`config.mk`:
```
export PLATFORM = sky130hd
export DESIGN_NAME = iso_tx_sched
export DESIGN_NICKNAME = d
export VERILOG_FILES = /design/src/rtl/iso_tx_pkg.sv /design/src/rtl/iso_tx_start_hold.sv /design/src/rtl/iso_tx_beat_cnt.sv /design/src/rtl/iso_tx_sched.sv
export SDC_FILE = /design/constraint.sdc
export NUM_CORES = 1
export LEC_CHECK = 0
export ABC_AREA = 1
export BUFFER_PORTS_ARGS = -buffer_cell sky130_fd_sc_hd__buf_2
export CAP_MARGIN = 20
export CORE_ASPECT_RATIO = 0.8
export CORE_MARGIN = 10
export CORE_UTILIZATION = 45
export CTS_CLUSTER_DIAMETER = 50
export CTS_CLUSTER_SIZE = 40
export DETAILED_ROUTE_END_ITERATION = 8
export GPL_ROUTABILITY_DRIVEN = 0
export HOLD_SLACK_MARGIN = 0.02
export PLACE_DENSITY = 0.81
export REMOVE_ABC_BUFFERS = 1
export SETUP_SLACK_MARGIN = 0.4
export SYNTH_ARGS = -nofsm -noshare
export SYNTH_HDL_FRONTEND = slang
export SYNTH_SLANG_ARGS = --single-unit
```
`constraint.sdc`:
```
create_clock -name clk -period 1.8 [get_ports clk]
set_clock_uncertainty 0.2 [all_clocks]
set_input_delay 0.36 -clock clk [delete_from_list [all_inputs] [get_ports clk]]
set_output_delay 0.36 -clock clk [all_outputs]
set_load 0.05 [all_outputs]
```
`src/rtl/iso_tx_pkg.sv`:
```
package iso_tx_pkg;

  typedef enum logic [2:0] {
    ST_IDLE,
    ST_SCAN,
    ST_DREQ,
    ST_DRX,
    ST_PREQ,
    ST_PDATA,
    ST_MARK
  } sched_st_t;

  // Byte count rounded up to whole 32-bit words.
  function automatic logic [15:0] bytes_to_words(input logic [15:0] nbytes);
    logic [16:0] sum;
    sum = {1'b0, nbytes} + 17'd3;
    return {1'b0, sum[16:2]};
  endfunction

endpackage

```
`src/rtl/iso_tx_start_hold.sv`:
```
module iso_tx_start_hold (
  input  logic clk,
  input  logic rst_n,
  input  logic start_i,
  input  logic busy_i,
  input  logic take_i,
  output logic pend_o
);
  logic pend_q;

  always_ff @(posedge clk) begin
    if (!rst_n)
      pend_q <= 1'b0;
    else if (take_i)
      pend_q <= 1'b0;
    else if (start_i && busy_i)
      pend_q <= 1'b1;
  end

  assign pend_o = pend_q;
endmodule

```
`src/rtl/iso_tx_beat_cnt.sv`:
```
module iso_tx_beat_cnt #(
  parameter int W = 16
) (
  input  logic         clk,
  input  logic         rst_n,
  input  logic         load_i,
  input  logic [W-1:0] load_val_i,
  input  logic         dec_i,
  output logic         last_o
);
  logic [W-1:0] cnt_q;

  always_ff @(posedge clk) begin
    if (!rst_n)
      cnt_q <= '0;
    else if (load_i)
      cnt_q <= load_val_i;
    else if (dec_i && cnt_q != '0)
      cnt_q <= cnt_q - W'(1);
  end

  assign last_o = (cnt_q == W'(1));
endmodule

```
`src/rtl/iso_tx_sched.sv`:
```
module iso_tx_sched
  import iso_tx_pkg::*;
#(
  parameter int            NUM_CTX     = 4,
  parameter int            AW          = 32,
  parameter int            DW          = 32,
  parameter int            LEN_W       = 16,
  parameter logic [AW-1:0] DESC_BASE   = 32'h0000_0100,
  parameter logic [AW-1:0] DESC_STRIDE = 32'h0000_0010
) (
  input  logic               clk,
  input  logic               rst_n,
  input  logic               cycle_start,
  input  logic [NUM_CTX-1:0] ctx_active,
  output logic               rd_req,
  output logic [AW-1:0]      rd_addr,
  output logic [LEN_W-1:0]   rd_len,
  input  logic               rd_gnt,
  input  logic               rd_data_valid,
  input  logic [DW-1:0]      rd_data,
  output logic               rd_data_ready,
  input  logic               fifo_ready,
  output logic               fifo_wr,
  output logic               fifo_marker,
  output logic [DW-1:0]      fifo_wdata
);
  localparam int CTX_W = (NUM_CTX > 1) ? $clog2(NUM_CTX) : 1;
  localparam logic [CTX_W-1:0] LAST_CTX = CTX_W'(NUM_CTX - 1);

  sched_st_t        st_q;
  logic [CTX_W-1:0] ctx_q;
  logic [15:0]      bytes_q;
  logic [AW-1:0]    paddr_q;
  logic             dword_q;

  // Named events, visible to the bound checker
  logic start_pend, start_take, busy;
  logic beat, data_push, ctx_skip_evt, zero_len_evt, pass_done_evt;
  logic desc_done, cnt_last, ctx_end, last_ctx;
  logic [15:0] words;

  function automatic logic [AW-1:0] desc_addr(input logic [CTX_W-1:0] idx);
    return DESC_BASE + (AW'(idx) * DESC_STRIDE);
  endfunction

  assign busy       = (st_q != ST_IDLE);
  assign start_take = (st_q == ST_IDLE) && (cycle_start || start_pend);
  assign last_ctx   = (ctx_q == LAST_CTX);
  assign words      = bytes_to_words(bytes_q);

  iso_tx_start_hold u_start (
    .clk     (clk),
    .rst_n   (rst_n),
    .start_i (cycle_start),
    .busy_i  (busy),
    .take_i  (start_take),
    .pend_o  (start_pend)
  );

  assign rd_req  = (st_q == ST_DREQ) || (st_q == ST_PREQ);
  assign rd_addr = (st_q == ST_DREQ) ? desc_addr(ctx_q) : paddr_q;
  assign rd_len  = (st_q == ST_DREQ) ? LEN_W'(2) : LEN_W'(words);

  assign rd_data_ready = (st_q == ST_DRX) || ((st_q == ST_PDATA) && fifo_ready);
  assign beat          = rd_data_valid && rd_data_ready;
  assign data_push     = (st_q == ST_PDATA) && beat;

  assign fifo_marker = (st_q == ST_MARK);
  assign fifo_wr     = data_push || ((st_q == ST_MARK) && fifo_ready);
  assign fifo_wdata  = (st_q == ST_MARK) ? '0 : rd_data;

  assign pass_done_evt = (st_q == ST_MARK) && fifo_ready;
  assign ctx_skip_evt  = (st_q == ST_SCAN) && !ctx_active[ctx_q];
  assign desc_done     = (st_q == ST_DRX) && beat && dword_q;
  assign zero_len_evt  = desc_done && (bytes_q == 16'd0);
  assign ctx_end       = ctx_skip_evt || zero_len_evt || (data_push && cnt_last);

  iso_tx_beat_cnt #(.W(16)) u_beats (
    .clk        (clk),
    .rst_n      (rst_n),
    .load_i     ((st_q == ST_PREQ) && rd_gnt),
    .load_val_i (words),
    .dec_i      (data_push),
    .last_o     (cnt_last)
  );

  always_ff @(posedge clk) begin
    if (!rst_n) begin
      st_q    <= ST_IDLE;
      ctx_q   <= '0;
      bytes_q <= '0;
      paddr_q <= '0;
      dword_q <= 1'b0;
    end else begin
      if (ctx_end) begin
        if (last_ctx) begin
          st_q <= ST_MARK;
        end else begin
          ctx_q <= ctx_q + CTX_W'(1);
          st_q  <= ST_SCAN;
        end
      end else begin
        unique case (st_q)
          ST_IDLE: if (start_take) begin
            ctx_q <= '0;
            st_q  <= ST_SCAN;
          end
          ST_SCAN: st_q <= ST_DREQ;
          ST_DREQ: if (rd_gnt) begin
            dword_q <= 1'b0;
            st_q    <= ST_DRX;
          end
          ST_DRX: if (beat) begin
            if (!dword_q) begin
              bytes_q <= rd_data[15:0];
              dword_q <= 1'b1;
            end else begin
              paddr_q <= rd_data[AW-1:0];
              st_q    <= ST_PREQ;
            end
          end
          ST_PREQ: if (rd_gnt) st_q <= ST_PDATA;
          ST_PDATA: ;
          ST_MARK: if (fifo_ready) st_q <= ST_IDLE;
          default: st_q <= ST_IDLE;
        endcase
      end
    end
  end
endmodule

```
==> results of run 1 <==
[logic make-up after synthesis]
logic type,Yosys count
simple gates,434
mux,1
flops,71
other cells,1
compound gates,75
buf+inv,152
fa+ha+maj,4
xor+xnor,11
[synthesized netlist by cell type, types with 2 or more instances]
cell      count  area share [%]
nand3_1      43             4.7
o21bai_1      2            0.33
inv_1       111             9.1
o21ai_0      18             2.0
buf_4         7             1.2
nor3_1       11             1.2
buf_6         9             2.2
ha_1          4             1.1
nand2_2       4            0.55
nand3_2       4            0.88
nor2_1      151              12
nand3b_1      2            0.33
a21oi_1      20             2.2
buf_2         2            0.22
nand4_1       9             1.2
o21ai_1      32             3.5
xnor2_1       5            0.96
clkbuf_1     12            0.99
xor2_1        6             1.2
nor2_2       35             4.8
nor2_4        4            0.99
buf_1         2            0.16
dfxtp_1      71              31
or2_2         3            0.41
clkinv_1      2            0.16
o211ai_1      2            0.33
inv_2         6            0.49
nand2_1     164              14
[per-stage QoR]
step	TNS, ps	hold slack [ps]	area [sq um]	instances
CTS	-38480	61.95	9044	1164
detailed placement	-9894	245.5	5906	1075
global placement	-7419	237.1	5906	1075
floorplan	-60580	222.7	4342	717
[what timing repair did]
| action | 4_1_cts |
|---|---|
| hold buffers | 0 |
| pin swaps | 64 |
| buffers inserted | 50 |
| gates cloned | 23 |
| resized for setup | 585 |
| setup endpoints to repair | 153 |
| hold endpoints to repair | 0 |
==> results.py, run 1 <==
metrics = {
    "synthesis": {
        "synthFlopType": "dfxtp_1",
        "async_flop_share_pct": 0,
        "synth_compound_area_share_pct": 8.537,
        "syn_area_sq_um": 4558,
        "seq_area_frac_synth_pct": 31.18,
        "syn_avg_cell_area_sq_um": 6.086,
        "synth_xor_area_share_pct": 2.114,
        "synth.mux.area_fraction_pct": 0.2470,
        "synth_top_family_by_area": "simple AND/OR/NAND/NOR gates",
        "synth_edf_count": 0,
        "yosysUniqueCellTypes": 36,
        "synth_seq_cells": 71,
        "synth_simple_gate_area_share_pct": 42.05,
        "syn_inst": 749,
        "yosysWarnings": 0,
        "synthAdderAreaFrac_pct": 1.098,
    },
    "floorplanning": {
        "dieWidth_um": 132.5,
        "die_h_um": 110.0,
        "ioPinCount": 126,
        "rows": 32,
        "initial_utilization_pct": 46.66,
    },
    "timing": {
        "worstEndpointType": "primary output",
        "crit_endpoint": "rd_len[6]",
    },
    "status": {
        "error": "[ERROR DPL-0038] Utilization greater than 100%, impossible to legalize",
        "status": "did not finish",
        "haltStage": "global routing",
    },
    "placement": {
        "pre_cts_slack_ps": -338.5,
        "dp_hpwl_um": 10660,
        "io_buffers": 124,
    },
    "global_route": {
        "grt_max_degree": 48,
    },
    "cts": {
        "cts_sinks": 71,
        "htreeDepth": 3,
        "clock-root-buffer": "clkbuf_16",
        "cts_buffer_depth": 2,
        "cts_buffers": 9,
    },
}
==> run 2, diff against run 1 <==
CORE_ASPECT_RATIO = not set   (was 0.8)
CORE_UTILIZATION = 30   (was 45)
CTS_CLUSTER_DIAMETER = not set   (was 50)
CTS_CLUSTER_SIZE = not set   (was 40)
HOLD_SLACK_MARGIN = not set   (was 0.02)
PLACE_DENSITY = not set   (was 0.81)
PLACE_DENSITY_LB_ADDON = 0.15   (was not set)
SETUP_SLACK_MARGIN = not set   (was 0.4)
clock period = 2.3 ns   (was 1.8 ns; I/O delays follow)
==> results.py, run 2 <==
metrics = {
    "power": {
        "total_leakage_power_uw": 0.003438,
        "pwr-share-comb_pct": 34.6,
        "totalPowerFinal_uw": 4719,
        "ir_drop_mv": 0.4458,
        "p_sw_share_pct": 37.77,
        "clkPwrFrac_pct": 35.8,
        "p_per_area_nw_per_um2": 738.8,
        "pwr-share-seq_pct": 29.6,
        "switching_power_uw": 1782,
        "internal_power_uw": 2937,
    },
    "synthesis": {
        "async_flop_share_pct": 0,
        "synthFlopType": "dfxtp_1",
        "yosysWarnings": 0,
        "syn_inst": 749,
        "yosysUniqueCellTypes": 36,
        "synth_seq_cells": 71,
        "syn_avg_cell_area_sq_um": 6.086,
        "yosys.area.top_type_share_pct": 31.18,
        "ys_top_cells_by_count": "nand2_1, nor2_1, inv_1",
        "synthTopCellsByArea": "dfxtp_1, nand2_1, nor2_1",
        "synth_top_area_cell": "dfxtp_1",
        "yosysMostFrequentCell": "nand2_1",
        "seq_area_frac_synth_pct": 31.18,
        "synth_edf_count": 0,
        "syn_area_sq_um": 4558,
    },
    "final_layout": {
        "largest_reg_flops": 32,
        "nets": 942,
        "drive_gt1_share_pct": 33.96,
        "mostFrequentLayoutCells": "nand2_1, nor2_1, inv_1",
        "final_cell_area_sq_um": 6387,
        "antenna_cells": 0,
        "final.fill_count": 1605,
        "syn2layout_area_growth_pct": 40.13,
        "top_regs": "paddr_q: 32 flops, bytes_q: 16 flops, u_beats.cnt_q: 16 flops",
        "post-route-util_pct": 43.45,
        "final_common_cell": "nand2_1",
        "regMostFlops": "paddr_q",
        "final_cells": 1085,
    },
    "placement": {
        "io_buffers": 124,
        "dp_hpwl_um": 10830,
        "post-place-cells": 1049,
        "postPlaceCellArea_sq_um": 5435,
    },
    "route": {
        "routed_wirelength_um": 15130,
        "drt_first_iter_violations": 222,
        "post_drt_wl_per_cell_um": 13.94,
        "vias_per_cell": 4.422,
        "final_antenna_net_count": 0,
        "via_count": 4798,
        "drc": 0,
        "first_pass_iters": 4,
    },
    "setup_path": {
        "rr_endpoint": "bytes_q[6]",
        "critPathMaxStageDelay_ps": 340,
        "critical_path_required_ps": 1640,
        "critPathKind": "reg -> out",
        "crit_arrival_ps": 1710,
        "r2r_cells": 13,
        "r2r_start": "bytes_q[5]",
        "worstSetupEndpointType": "primary output",
        "rrSetupSlack_ps": 220,
        "worst_path_max_delay_cell": "dfxtp_2",
        "cp_cell_sequence": "buf_4 > inv_1 > nor2_4 > nand3_2 > nor2_1 > nand2_1 > a21oi_2 > buf_6",
        "cp_max_fo": 3,
        "start_kind": "register",
    },
    "cts": {
        "htreeDepth": 3,
        "cts_sinks": 71,
        "cts_tree": "done",
        "cts_buffer_depth": 2,
        "clock-root-buffer": "clkbuf_16",
        "clk_pin_slew_worst_paths_ps": 60,
        "cts_buffers": 9,
        "clock_latency_ps": 340,
        "ctsHoldBuffers": 0,
    },
    "timing": {
        "rsz0062_at_grt": "true",
        "finalMaxSlewViolations": 0,
        "hold_viol": 0,
        "setup_slack_ps": -74.58,
        "fin_crit_sh_pct": 103.2,
        "min_period_ps": 2375,
        "final-setup-viol-count": 8,
        "max_freq_ghz": 0.4211,
        "finalSetupTns_ps": -309.5,
    },
    "global_route": {
        "grt_pass1_wl_um": 23410,
        "grt_antenna_before_repair": 0,
        "grt_pass1_vias": 4581,
        "track_usage_pct": 14.27,
        "grt_max_degree": 43,
        "grt_overflow": 0,
    },
    "flow_run": {
        "drv_cap": 0,
    },
    "status": {
        "status": "complete, but fails checks",
        "violations": "setup timing",
    },
    "floorplanning": {
        "dieWidth_um": 143.3,
        "die-area_sq_um": 20520,
        "initial_utilization_pct": 31.01,
        "core_sq_um": 14700,
        "ioPinCount": 126,
        "die_h_um": 143.3,
        "rows": 44,
    },
    "worst_hold_path": {
        "hold_start": "rd_data[21]",
        "hold_depth": 3,
        "hold_class": "in -> reg",
        "whs_endpoint": "paddr_q[21]",
    },
}
## run 2: final cells by class
cell class	instances	area (sq um)	area share, %
timing repair buffer	168	1211	18.96
tap	184	230.2	3.604
inverter	120	455.4	7.130
multi-input combinational	526	2680	41.96
clock buffer	10	239.0	3.741
sequential	71	1455	22.78
clock inverter	6	116.4	1.822
## run 2: logic make-up (layout without fill, tap and decap cells)
logic type | count (synthesis) | after routing | share of synthesized area [%]
AO/OA/AOI/OAI | 75 | 75 | 8.537
XOR/XNOR | 11 | 11 | 2.114
adder cells (fa/ha/maj) | 4 | 4 | 1.098
buffers and inverters | 152 | 304 | 14.69
flip-flops | 71 | 71 | 31.18
multiplexers | 1 | 1 | 0.2470
other | 1 | 1 | 0.08227
AND/OR/NAND/NOR | 434 | 434 | 42.05
## run 2: per-layer routing
layer,GRT usage [%],part of all wire [%],vias to the layer above
met4,3.708,1.0,0
met5,0,0,-
li1,-,-,2571
met2,23.96,48,89
met1,17.85,47,2127
met3,3.516,4.5,11
## run 2: how the worst max path moves through the flow
stage | start | end | slack, ps
after floorplan | st_q[2] | rd_len[14] | -580
after global placement | bytes_q[10] | rd_len[9] | 80
after detailed placement | bytes_q[0] | rd_len[12] | 60
after CTS | bytes_q[5] | rd_len[14] | -90
after global routing | bytes_q[4] | rd_len[10] | -200
final | bytes_q[3] | rd_len[12] | -70
## run 2: metrics by stage
stage / hold WS (ps) / worst slack (ps)
2_1_floorplan: 222.7 / -576.8
3_3_place_gp: 241.7 / 78.97
3_5_place_dp: 244.7 / 58.90
4_1_cts: 150.0 / -91.44
5_1_grt: 179.4 / -201.6
6_report: 163.0 / -74.58
## run 2: critical path, delay by kind of cell (launching register included)
| family | cells | cell delay [ps] |
|---|---|---|
| compound gates | 1 | 180 |
| buf+inv | 3 | 370 |
| flops | 1 | 340 |
| simple gates | 4 | 480 |
## run 2: timing repair
| item | in CTS | in global routing |
|---|---|---|
| endpoints found under the setup margin | 21 | 19 |
| pin swaps | 19 | 19 |
| endpoints found under the hold margin | 0 | 0 |
| gates cloned | 0 | 3 |
| resized for setup | 81 | 52 |
| buffers inserted | 15 | 3 |
## run 2: power by group through the flow
stage / clock network [uW] / logic (uW) / registers [uW]
final: 1690 / 1630 / 1400
after global placement: 0 / 1520 / 1410
after CTS: 1740 / 1620 / 1380
after floorplan: 0 / 1050 / 1410
after global routing: 1780 / 1810 / 1410
after detailed placement: 0 / 1520 / 1410
(Power assumes the default switching activity.)
==> run 3, diff against run 2 <==
ABC_AREA = not set   (was 1)
==> results.py, run 3 <==
metrics = {
    "cts": {
        "cts_buffer_depth": 2,
        "clock-root-buffer": "clkbuf_16",
        "cts_tree": "done",
        "clock_latency_ps": 340,
        "cts_sinks": 71,
        "cts_buffers": 9,
        "htreeDepth": 3,
        "ctsHoldBuffers": 0,
        "clk_pin_slew_worst_paths_ps": 60,
    },
    "power": {
        "total_leakage_power_uw": 0.002702,
        "p_per_area_nw_per_um2": 731.7,
        "ir_drop_mv": 0.2775,
        "totalPowerFinal_uw": 4627,
    },
    "global_route": {
        "grt-busiest-layer": "met2",
        "use_met1_pct": 17.16,
        "grtUsageMet2_pct": 24.17,
        "grt_pass1_vias": 4385,
        "grt_overflow": 0,
        "grt_max_degree": 61,
        "met3_usage_pct": 4.069,
        "track_usage_pct": 14.43,
        "grt_antenna_before_repair": 0,
        "grt_pass1_wl_um": 21760,
    },
    "timing": {
        "fin_crit_sh_pct": 107.1,
        "min_period_ps": 2463,
        "final-setup-viol-count": 9,
        "finalMaxSlewViolations": 0,
        "rsz0062_at_grt": "true",
        "finalSetupTns_ps": -837.1,
        "relSlewSlack_pct": 60.50,
        "tightest_slew_ps": 592.5,
        "hold_viol": 0,
        "setup_slack_ps": -162.6,
        "max_freq_ghz": 0.4061,
    },
    "synthesis": {
        "yosysMostFrequentCell": "nand2_1",
        "yosysUniqueCellTypes": 58,
        "seq_area_frac_synth_pct": 34.52,
        "synth_top_area_cell": "dfxtp_1",
        "yosysWarnings": 0,
        "synthFlopType": "dfxtp_1",
        "synth_seq_cells": 71,
        "async_flop_share_pct": 0,
        "synth_edf_count": 0,
        "syn_inst": 530,
        "syn_area_sq_um": 4118,
        "yosys.area.top_type_share_pct": 34.52,
        "ys_top_cells_by_count": "nand2_1, dfxtp_1, mux2i_1",
        "syn_avg_cell_area_sq_um": 7.769,
        "synthTopCellsByArea": "dfxtp_1, nand2_1, mux2i_1",
    },
    "floorplanning": {
        "dieWidth_um": 137.2,
        "ioPinCount": 126,
        "initial_utilization_pct": 30.85,
        "rows": 42,
        "die_h_um": 137.2,
        "core_sq_um": 13350,
        "die-area_sq_um": 18810,
    },
    "setup_path": {
        "start_kind": "register",
        "cp_cell_sequence": "nand4_1 > buf_6 > or3_4 > xnor2_2 > nor2b_4 > buf_12",
        "critical_path_required_ps": 1640,
        "crit_family": "simple AND/OR/NAND/NOR gates",
        "critPathMaxStageDelay_ps": 390,
        "critPathKind": "reg -> out",
        "worstSetupEndpointType": "primary output",
        "worst_path_max_delay_cell": "or3_4",
        "crit_arrival_ps": 1800,
        "cp_num_buf_inv": 2,
        "cp_max_fo": 6,
    },
    "final_layout": {
        "syn2layout_area_growth_pct": 53.57,
        "antenna_cells": 0,
        "drive_gt1_share_pct": 39.66,
        "final_cell_area_sq_um": 6324,
        "top_regs": "paddr_q: 32 flops, bytes_q: 16 flops, u_beats.cnt_q: 16 flops",
        "largest_reg_flops": 32,
        "mostFrequentLayoutCells": "nand2_1, buf_2, buf_4",
        "nets": 743,
        "final.fill_count": 1336,
        "post-route-util_pct": 47.38,
        "final_common_cell": "nand2_1",
        "regMostFlops": "paddr_q",
    },
    "route": {
        "drt_first_iter_violations": 158,
        "first_pass_iters": 5,
        "vias_per_cell": 4.824,
        "drc": 0,
        "post_drt_wl_per_cell_um": 16.14,
        "via_count": 4231,
        "routed_wirelength_um": 14160,
        "final_antenna_net_count": 0,
    },
    "status": {
        "status": "complete, but fails checks",
        "violations": "setup timing",
    },
    "placement": {
        "io_buffers": 124,
        "postPlaceCellArea_sq_um": 5310,
        "dp_hpwl_um": 10030,
    },
    "flow_run": {
        "drv_cap": 0,
    },
    "worst_hold_path": {
        "hold_class": "in -> reg",
    },
}
## run 3: kinds of logic (layout without fill, tap and decap cells)
| family | after synthesis | count (layout) | share of synthesized area (%) |
|---|---|---|---|
| AOI/OAI and AO/OA | 68 | 68 | 10.76 |
| xor gates and xnor gates | 21 | 21 | 4.467 |
| adders and majority gates | 4 | 4 | 1.215 |
| buffers and inverters | 41 | 212 | 4.588 |
| DFF | 71 | 71 | 34.52 |
| muxes | 38 | 38 | 9.602 |
| other | 1 | 1 | 0.09107 |
| and+or+nand+nor | 286 | 286 | 34.76 |
## run 3: final timing paths
kind,start,endpoint,slack [ps],depth (start not counted)
setup / recovery,bytes_q[4],rd_len[9],-160,6
hold / removal,rd_data[31],paddr_q[31],180,3
setup reg to reg,bytes_q[11],ctx_q[0],130,6
hold reg to reg,paddr_q[26],paddr_q[26],250,2
## run 3: timing repair
item,in CTS,in global routing
resized for setup,55,140
setup endpoints to repair,39,80
gates cloned,0,4
pin swaps,10,7
buffers inserted,5,8
## run 3: tightest hold or removal path, stage by stage
cell     delay, ps
buf_2          100
nand2_1         50
mux2i_1         50
## run 3: layout make-up
type / count / area, sq um / share of cell area, %
inverters: 6 / 22.52 / 0.3562
repair buffers: 191 / 1605 / 25.39
flip-flops and latches: 71 / 1438 / 22.73
clock buffers: 12 / 256.5 / 4.056
clock inverters: 3 / 42.54 / 0.6727
multi-input cells: 418 / 2739 / 43.31
well taps: 176 / 220.2 / 3.482
## run 3: power breakdown
| part | internal, uW | total (uW) | switching [uW] |
|---|---|---|---|
| Sequential | 1300 | 1380 | 78.2 |
| Combinational | 768 | 1830 | 1060 |
| Clock | 891 | 1420 | 526 |
## run 3: routing by layer
metal  routed length (um)  up-vias
li1                     -     2136
met2                 6934      106
met4                  114        0
met1                 6129     1978
met3                  979       11
met5                    0        -
## run 3: through the flow
| step | std cells | setup slack, ps | hold WS, ps |
|---|---|---|---|
| 2_1_floorplan | 495 | -1387 | 230.0 |
| 3_3_place_gp | 845 | 7.771 | 237.9 |
| 3_5_place_dp | 845 | -80.88 | 244.6 |
| 4_1_cts | 865 | -194.5 | 159.2 |
| 5_1_grt | 877 | -234.6 | 167.9 |
| 6_report | 877 | -162.6 | 175.4 |
